### config.mk
export PLATFORM = sky130hd
export DESIGN_NAME = nco_core
export DESIGN_NICKNAME = d
export VERILOG_FILES = /design/src/rtl/nco_pkg.sv /design/src/rtl/nco_regs.sv /design/src/rtl/nco_accum.sv /design/src/rtl/nco_cos_rom.sv /design/src/rtl/nco_core.sv
export SDC_FILE = /design/constraint.sdc
export NUM_CORES = 1
export LEC_CHECK = 0
export CAP_MARGIN = 10
export CORE_UTILIZATION = 35
export CTS_CLUSTER_DIAMETER = 30
export DETAILED_ROUTE_END_ITERATION = 16
export DONT_BUFFER_PORTS = 1
export PLACE_DENSITY = 0.52
export SLEW_MARGIN = 20
export SYNTH_ARGS = -nofsm -noshare
export SYNTH_HDL_FRONTEND = slang
export SYNTH_SLANG_ARGS = --single-unit
### constraint.sdc
create_clock -name clk -period 3.1 [get_ports clk]
set_input_delay 0.155 -clock clk [delete_from_list [all_inputs] [get_ports clk]]
set_output_delay 0.155 -clock clk [all_outputs]
set_load 0.02 [all_outputs]
### src/rtl/nco_pkg.sv
package nco_pkg;
  // pi scaled by 2^30
  localparam longint PI_Q30 = 64'sd3373259426;

  // Magnitude of the quarter-wave sample for entry idx of n_ent,
  // sampled at the bin midpoint, scaled to amax.
  function automatic int qcos(input int idx, input int n_ent, input int amax);
    longint x, term, sum;
    x    = ((2 * longint'(idx) + 1) * PI_Q30) / (4 * longint'(n_ent));
    term = 64'sd1 << 30;
    sum  = term;
    for (int k = 1; k < 8; k++) begin
      term = -((((term * x) >>> 30) * x) >>> 30) / longint'((2 * k - 1) * (2 * k));
      sum  = sum + term;
    end
    return int'((sum * longint'(amax) + (64'sd1 <<< 29)) >>> 30);
  endfunction
endpackage

### src/rtl/nco_regs.sv
module nco_regs #(
  parameter int ACC_W = 32,
  parameter int OFS_W = 14
) (
  input  logic             clk,
  input  logic             rst_n,
  input  logic             ftw_we,
  input  logic [ACC_W-1:0] ftw_wdata,
  input  logic             pofs_we,
  input  logic [OFS_W-1:0] pofs_wdata,
  input  logic             ctl_we,
  input  logic             ctl_hold_zero,
  input  logic             ctl_auto_clr,
  input  logic             upd_strobe,
  output logic [ACC_W-1:0] act_ftw,
  output logic [OFS_W-1:0] act_pofs,
  output logic             act_clr,
  output logic             buf_aclr
);
  logic [ACC_W-1:0] buf_ftw;
  logic [OFS_W-1:0] buf_pofs;
  logic             buf_clr;

  // buffer side: software-facing copies
  always_ff @(posedge clk or negedge rst_n) begin
    if (!rst_n) begin
      buf_ftw  <= '0;
      buf_pofs <= '0;
      buf_clr  <= 1'b0;
      buf_aclr <= 1'b0;
    end else begin
      if (ftw_we)  buf_ftw  <= ftw_wdata;
      if (pofs_we) buf_pofs <= pofs_wdata;
      if (ctl_we) begin
        buf_clr  <= ctl_hold_zero;
        buf_aclr <= ctl_auto_clr;
      end
    end
  end

  // active side: hold bit comes out of reset set
  always_ff @(posedge clk or negedge rst_n) begin
    if (!rst_n) begin
      act_ftw  <= '0;
      act_pofs <= '0;
      act_clr  <= 1'b1;
    end else if (upd_strobe) begin
      act_ftw  <= buf_ftw;
      act_pofs <= buf_pofs;
      act_clr  <= buf_clr;
    end
  end
endmodule

### src/rtl/nco_accum.sv
module nco_accum #(
  parameter int ACC_W = 32
) (
  input  logic             clk,
  input  logic             rst_n,
  input  logic [ACC_W-1:0] step,
  input  logic             hold_zero,
  input  logic             clear_now,
  output logic [ACC_W-1:0] acc
);
  always_ff @(posedge clk or negedge rst_n) begin
    if (!rst_n)                      acc <= '0;
    else if (clear_now || hold_zero) acc <= '0;
    else                             acc <= acc + step;
  end
endmodule

### src/rtl/nco_cos_rom.sv
module nco_cos_rom #(
  parameter int ACC_W  = 32,
  parameter int PH_W   = 19,
  parameter int OFS_W  = 14,
  parameter int AMP_W  = 10,
  parameter int LUT_AW = 8
) (
  input  logic                    clk,
  input  logic                    rst_n,
  input  logic [ACC_W-1:0]        acc,
  input  logic [OFS_W-1:0]        pofs,
  output logic signed [AMP_W-1:0] amp
);
  localparam int N_ENT = 1 << LUT_AW;
  localparam int MAG_W = AMP_W - 1;
  localparam int AMAX  = (1 << MAG_W) - 1;
  localparam int OFS_SH = PH_W - OFS_W;

  logic [MAG_W-1:0] qtab [N_ENT];

  for (genvar i = 0; i < N_ENT; i++) begin : g_tab
    assign qtab[i] = MAG_W'(nco_pkg::qcos(i, N_ENT, AMAX));
  end

  logic [PH_W-1:0]   ph_q;
  logic [1:0]        quad;
  logic [LUT_AW-1:0] addr, faddr;
  logic [MAG_W-1:0]  mag;
  logic signed [AMP_W-1:0] val;

  // stage 1: truncated phase plus offset
  always_ff @(posedge clk or negedge rst_n) begin
    if (!rst_n) ph_q <= '0;
    else        ph_q <= acc[ACC_W-1 -: PH_W] + {pofs, {OFS_SH{1'b0}}};
  end

  // quadrant folding
  always_comb begin
    quad  = ph_q[PH_W-1 -: 2];
    addr  = ph_q[PH_W-3 -: LUT_AW];
    faddr = quad[0] ? ~addr : addr;
    mag   = qtab[faddr];
    val   = (quad[0] ^ quad[1]) ? -$signed({1'b0, mag}) : $signed({1'b0, mag});
  end

  // stage 2: registered sample
  always_ff @(posedge clk or negedge rst_n) begin
    if (!rst_n) amp <= '0;
    else        amp <= val;
  end
endmodule

### src/rtl/nco_core.sv
module nco_core #(
  parameter int ACC_W  = 32,
  parameter int PH_W   = 19,
  parameter int OFS_W  = 14,
  parameter int AMP_W  = 10,
  parameter int LUT_AW = 8
) (
  input  logic             clk,
  input  logic             rst_n,
  input  logic             ftw_we,
  input  logic [31:0]      ftw_wdata,
  input  logic             pofs_we,
  input  logic [13:0]      pofs_wdata,
  input  logic             ctl_we,
  input  logic             ctl_hold_zero,
  input  logic             ctl_auto_clr,
  input  logic             upd_strobe,
  output logic [9:0]       amp_out
);
  logic [ACC_W-1:0] act_ftw;
  logic [OFS_W-1:0] act_pofs;
  logic             act_clr;
  logic             buf_aclr;
  logic [ACC_W-1:0] acc;
  logic signed [AMP_W-1:0] amp_s;

  nco_regs #(.ACC_W(ACC_W), .OFS_W(OFS_W)) u_regs (
    .clk(clk), .rst_n(rst_n),
    .ftw_we(ftw_we), .ftw_wdata(ftw_wdata),
    .pofs_we(pofs_we), .pofs_wdata(pofs_wdata),
    .ctl_we(ctl_we), .ctl_hold_zero(ctl_hold_zero), .ctl_auto_clr(ctl_auto_clr),
    .upd_strobe(upd_strobe),
    .act_ftw(act_ftw), .act_pofs(act_pofs), .act_clr(act_clr), .buf_aclr(buf_aclr)
  );

  nco_accum #(.ACC_W(ACC_W)) u_acc (
    .clk(clk), .rst_n(rst_n),
    .step(act_ftw), .hold_zero(act_clr),
    .clear_now(upd_strobe && buf_aclr),
    .acc(acc)
  );

  nco_cos_rom #(.ACC_W(ACC_W), .PH_W(PH_W), .OFS_W(OFS_W), .AMP_W(AMP_W), .LUT_AW(LUT_AW)) u_rom (
    .clk(clk), .rst_n(rst_n),
    .acc(acc), .pofs(act_pofs),
    .amp(amp_s)
  );

  assign amp_out = amp_s;
endmodule

==> impl_metrics.yaml <==
yosys:
  post_synth_instance_area_sq_mm: 0.0111
  synth.top_cells.by_area: "sky130_fd_sc_hd__dfrtp_1 (33%), sky130_fd_sc_hd__mux2_2 (9.7%), sky130_fd_sc_hd__ha_1 (5.4%)"
  post-synth-top-count-cell: "sky130_fd_sc_hd__dfrtp_1"
  synthDominantAreaCellType: "sky130_fd_sc_hd__dfrtp_1"
  postSynthAreaPerCell_sq_um: 9.00
  postSynthRegisterBits: 147
  netlist_instances: 1238
  post_synth_num_cell_types: 95
  synth_seq_area_share: 0.330
  synthesis.nets: 1341
  post-synth-top-area-fraction: 0.328
  ys.flop_type: "sky130_fd_sc_hd__dfrtp_1"
  synth_async_sr_flop_share: 1.00
  yosys_warnings: 0
  synth_edf_count: 0
  synth.cells.most_frequent: "sky130_fd_sc_hd__dfrtp_1 (146), sky130_fd_sc_hd__mux2_2 (96), sky130_fd_sc_hd__a21oi_1 (87)"
worst_setup_path:
  timing_worst_setup_path_type: "reg2reg"
  setup.worst_path.start_class: "flip-flop"
  worstSetupEndpointType: "flip-flop"
  crit_fanout: 6
  worstRegToRegCells: 14
  cp_data_required_time_ps: 3420
  timing.critical_path.arrival_ps: 3410
place:
  placed_cells: 1734
  globalplace.congestion: 1.01
  dp.final_hpwl_um: 30600
  placement.io_buffers: 0
clock_tree:
  tritoncts: "done"
  clk_root_buffer_cell: "sky130_fd_sc_hd__clkbuf_16"
  htree_levels: 4
  cts.reportedPaths.clkPinSlew_ps: 70
  worstSkewPairLatency_ps: 440
  number_of_buffers_created_by_cts: 17
  cts_hold_buffers: 97
  numClockSinks: 147
  cts-root-to-sink-buffers: 2
timing:
  setup_repair_after_global_routing_missed_its_margin: "true"
  layout_min_cycle_time_ps: 3080
  hold_viol_final: 147
  final.period_utilization: 0.994
  clock_skew_ps: 8.96
  number_of_max_slew_violations_in_the_final_report: 0
  tightestPinTransition_ps: 696
  finalSetupViolCount: 0
  max_freq_mhz: 324
  hold_slack_ps: -588
  maxSlewHeadroom: 0.533
flow_run:
  number_of_violations_of_the_max_capacitance_limit: 0
drt:
  detail_route.vias_per_cell: 5.86
  dr_total_vias: 11000
  drt-initial-drc-count: 1100
  drt_pass1_iterations: 7
  detail_route.drc_violations: 0
  count_of_nets_left_with_antenna_violations_after_detail_routing: 0
  routedWlPerCell_um: 22.4
  postRouteWirelength_um: 42200
min_path:
  hp-class: "in2async"
final_layout:
  proportion_of_layout_cells_with_a_drive_suffix_above_1: 0.291
  finish.cell_count_without_fillers: 1880
  postLayoutCoreUtil: 0.479
  num_antenna_cells: 0
  area_growth_syn_to_layout_pct: 33.0
  finalNetCount: 1574
pwr:
  ir_worst_vdd_uv: 593
  fin_total_pwr_uw: 19300
  power_leakage_uw: 0.00619
  power-per-cell-area_mw_per_mm2: 1300
grt:
  grt_start_max_net_pins: 148
  first_global_vias: 11000
  overflow: 0
  antenna_found_initial: 0
  first_pass_grt_wire_length_um: 64600
  globalRouteTotalUtil: 0.258
floorplanning:
  design.die.area_sq_mm: 0.0326
  core_sq_mm: 0.0310
  initial_core_utilization: 0.360
  ioPinCount: 64
  fp.dieH_um: 180
  row_count: 64
  die_width_um: 180
run_status:
  run_status: "finished, violations left"
  violations: "negative hold slack"
==> registers in the layout, summed over array words and instances, names as in the netlist <==
name,cells
u_regs.buf_pofs,14
u_regs.act_pofs,14
u_acc.acc,32
u_regs.act_ftw,32
u_regs.buf_aclr,1
u_rom.ph_q,10
u_regs.act_clr,1
u_regs.buf_clr,1
u_rom.amp,10
u_regs.buf_ftw,32
==> logic make-up after synthesis <==
kind of cell | share of synthesized area
fa+ha+maj | 0.0557
compound gates | 0.246
mux | 0.102
flops | 0.330
simple gates | 0.177
buf+inv | 0.0554
xor+xnor | 0.0336
==> report_power, final <==
part	internal [uW]	total, uW	switching, uW
Sequential	2430	2900	470
Combinational	6300	14300	8000
Clock	1190	2060	869
Total	9920	19300	9340
==> cell type report <==
type | count | area (sq um)
repair buffers | 303 | 2830
multi-input cells | 970 | 7110
clock inverters | 10 | 97.6
inverters | 32 | 124
fillers | 2909 | 16200
well taps | 396 | 495
flip-flops and latches | 147 | 3690
clock buffers | 22 | 484
==> cells in the final DEF (no fill, tap or decap), types with 13 or more instances in the layout <==
cell and n:
sky130_fd_sc_hd__a21oi_1 85, sky130_fd_sc_hd__ha_1 46, sky130_fd_sc_hd__a211oi_1 13, sky130_fd_sc_hd__o21ai_0 70
sky130_fd_sc_hd__xnor2_1 23, sky130_fd_sc_hd__dfrtp_1 140, sky130_fd_sc_hd__or3_1 13, sky130_fd_sc_hd__mux2_2 96
sky130_fd_sc_hd__buf_4 182, sky130_fd_sc_hd__buf_12 16, sky130_fd_sc_hd__inv_1 25, sky130_fd_sc_hd__dlygate4sd3_1 96
sky130_fd_sc_hd__a31oi_1 16, sky130_fd_sc_hd__nor3_1 37, sky130_fd_sc_hd__or2_2 13, sky130_fd_sc_hd__clkbuf_16 20
sky130_fd_sc_hd__o211ai_1 18, sky130_fd_sc_hd__xor2_1 14, sky130_fd_sc_hd__o21a_1 14, sky130_fd_sc_hd__nand2_1 79
sky130_fd_sc_hd__nor2_1 73, sky130_fd_sc_hd__nand3_1 24, sky130_fd_sc_hd__o22ai_1 31, sky130_fd_sc_hd__nor2b_1 23
sky130_fd_sc_hd__nand2b_1 25
==> critical path, stage by stage, from the launching register on <==
cell                             delay, ps
sky130_fd_sc_hd__dfrtp_2               440
sky130_fd_sc_hd__dlymetal6s2s_1        190
sky130_fd_sc_hd__buf_4                 150
sky130_fd_sc_hd__nor2b_1               140
sky130_fd_sc_hd__nor2_2                370
sky130_fd_sc_hd__buf_4                 220
sky130_fd_sc_hd__a221oi_1               60
sky130_fd_sc_hd__o2111ai_2             290
sky130_fd_sc_hd__nand4_4               140
sky130_fd_sc_hd__inv_2                  70
sky130_fd_sc_hd__ha_1                  130
sky130_fd_sc_hd__inv_1                  60
sky130_fd_sc_hd__or3_1                 320
sky130_fd_sc_hd__nor4_2                300
sky130_fd_sc_hd__nor4_2                 90
==> stage by stage <==
| step | worst slack [ps] | TNS, ps | hold WS [ps] | instance area, sq um |
|---|---|---|---|---|
| after floorplan | 28.0 | 0 | -141 | 11200 |
| after global placement | -117 | -244 | -136 | 12800 |
| after detailed placement | -63.5 | -119 | -136 | 12800 |
| after CTS | 2.97 | 0 | -614 | 14400 |
| after global routing | -62.0 | -62.0 | -613 | 14800 |
| final | 17.1 | 0 | -588 | 14800 |
==> per-layer routing <==
metal	track usage	wire length, um	up-vias	part of all wire
li1	-	-	5123	-
met1	0.326	17800	5337	0.42
met2	0.422	19600	426	0.46
met3	0.0400	2360	130	0.056
met4	0.147	2390	0	0.057
met5	0	0	-	0
==> path summary, 6_finish.rpt <==
kind                       slack, ps                 end               from
max in group asynchronous       3470      u_regs.act_clr              rst_n
setup / recovery                  20        u_rom.amp[8]     u_rom.ph_q[17]
hold / removal                  -590  u_regs.act_ftw[15]              rst_n
hold reg to reg                  490   u_regs.act_ftw[1]  u_regs.buf_ftw[1]
min in group clk                  90       u_acc.acc[16]         upd_strobe
setup reg to reg                  20        u_rom.amp[8]     u_rom.ph_q[17]
==> what timing repair did <==
item	CTS	global route
hold endpoints to repair	242	147
resized for setup	3	63
gates cloned	0	4
setup endpoints to repair	3	7
pin swaps	0	26
buffers inserted	1	12
Power figures use the tool's default switching activity.
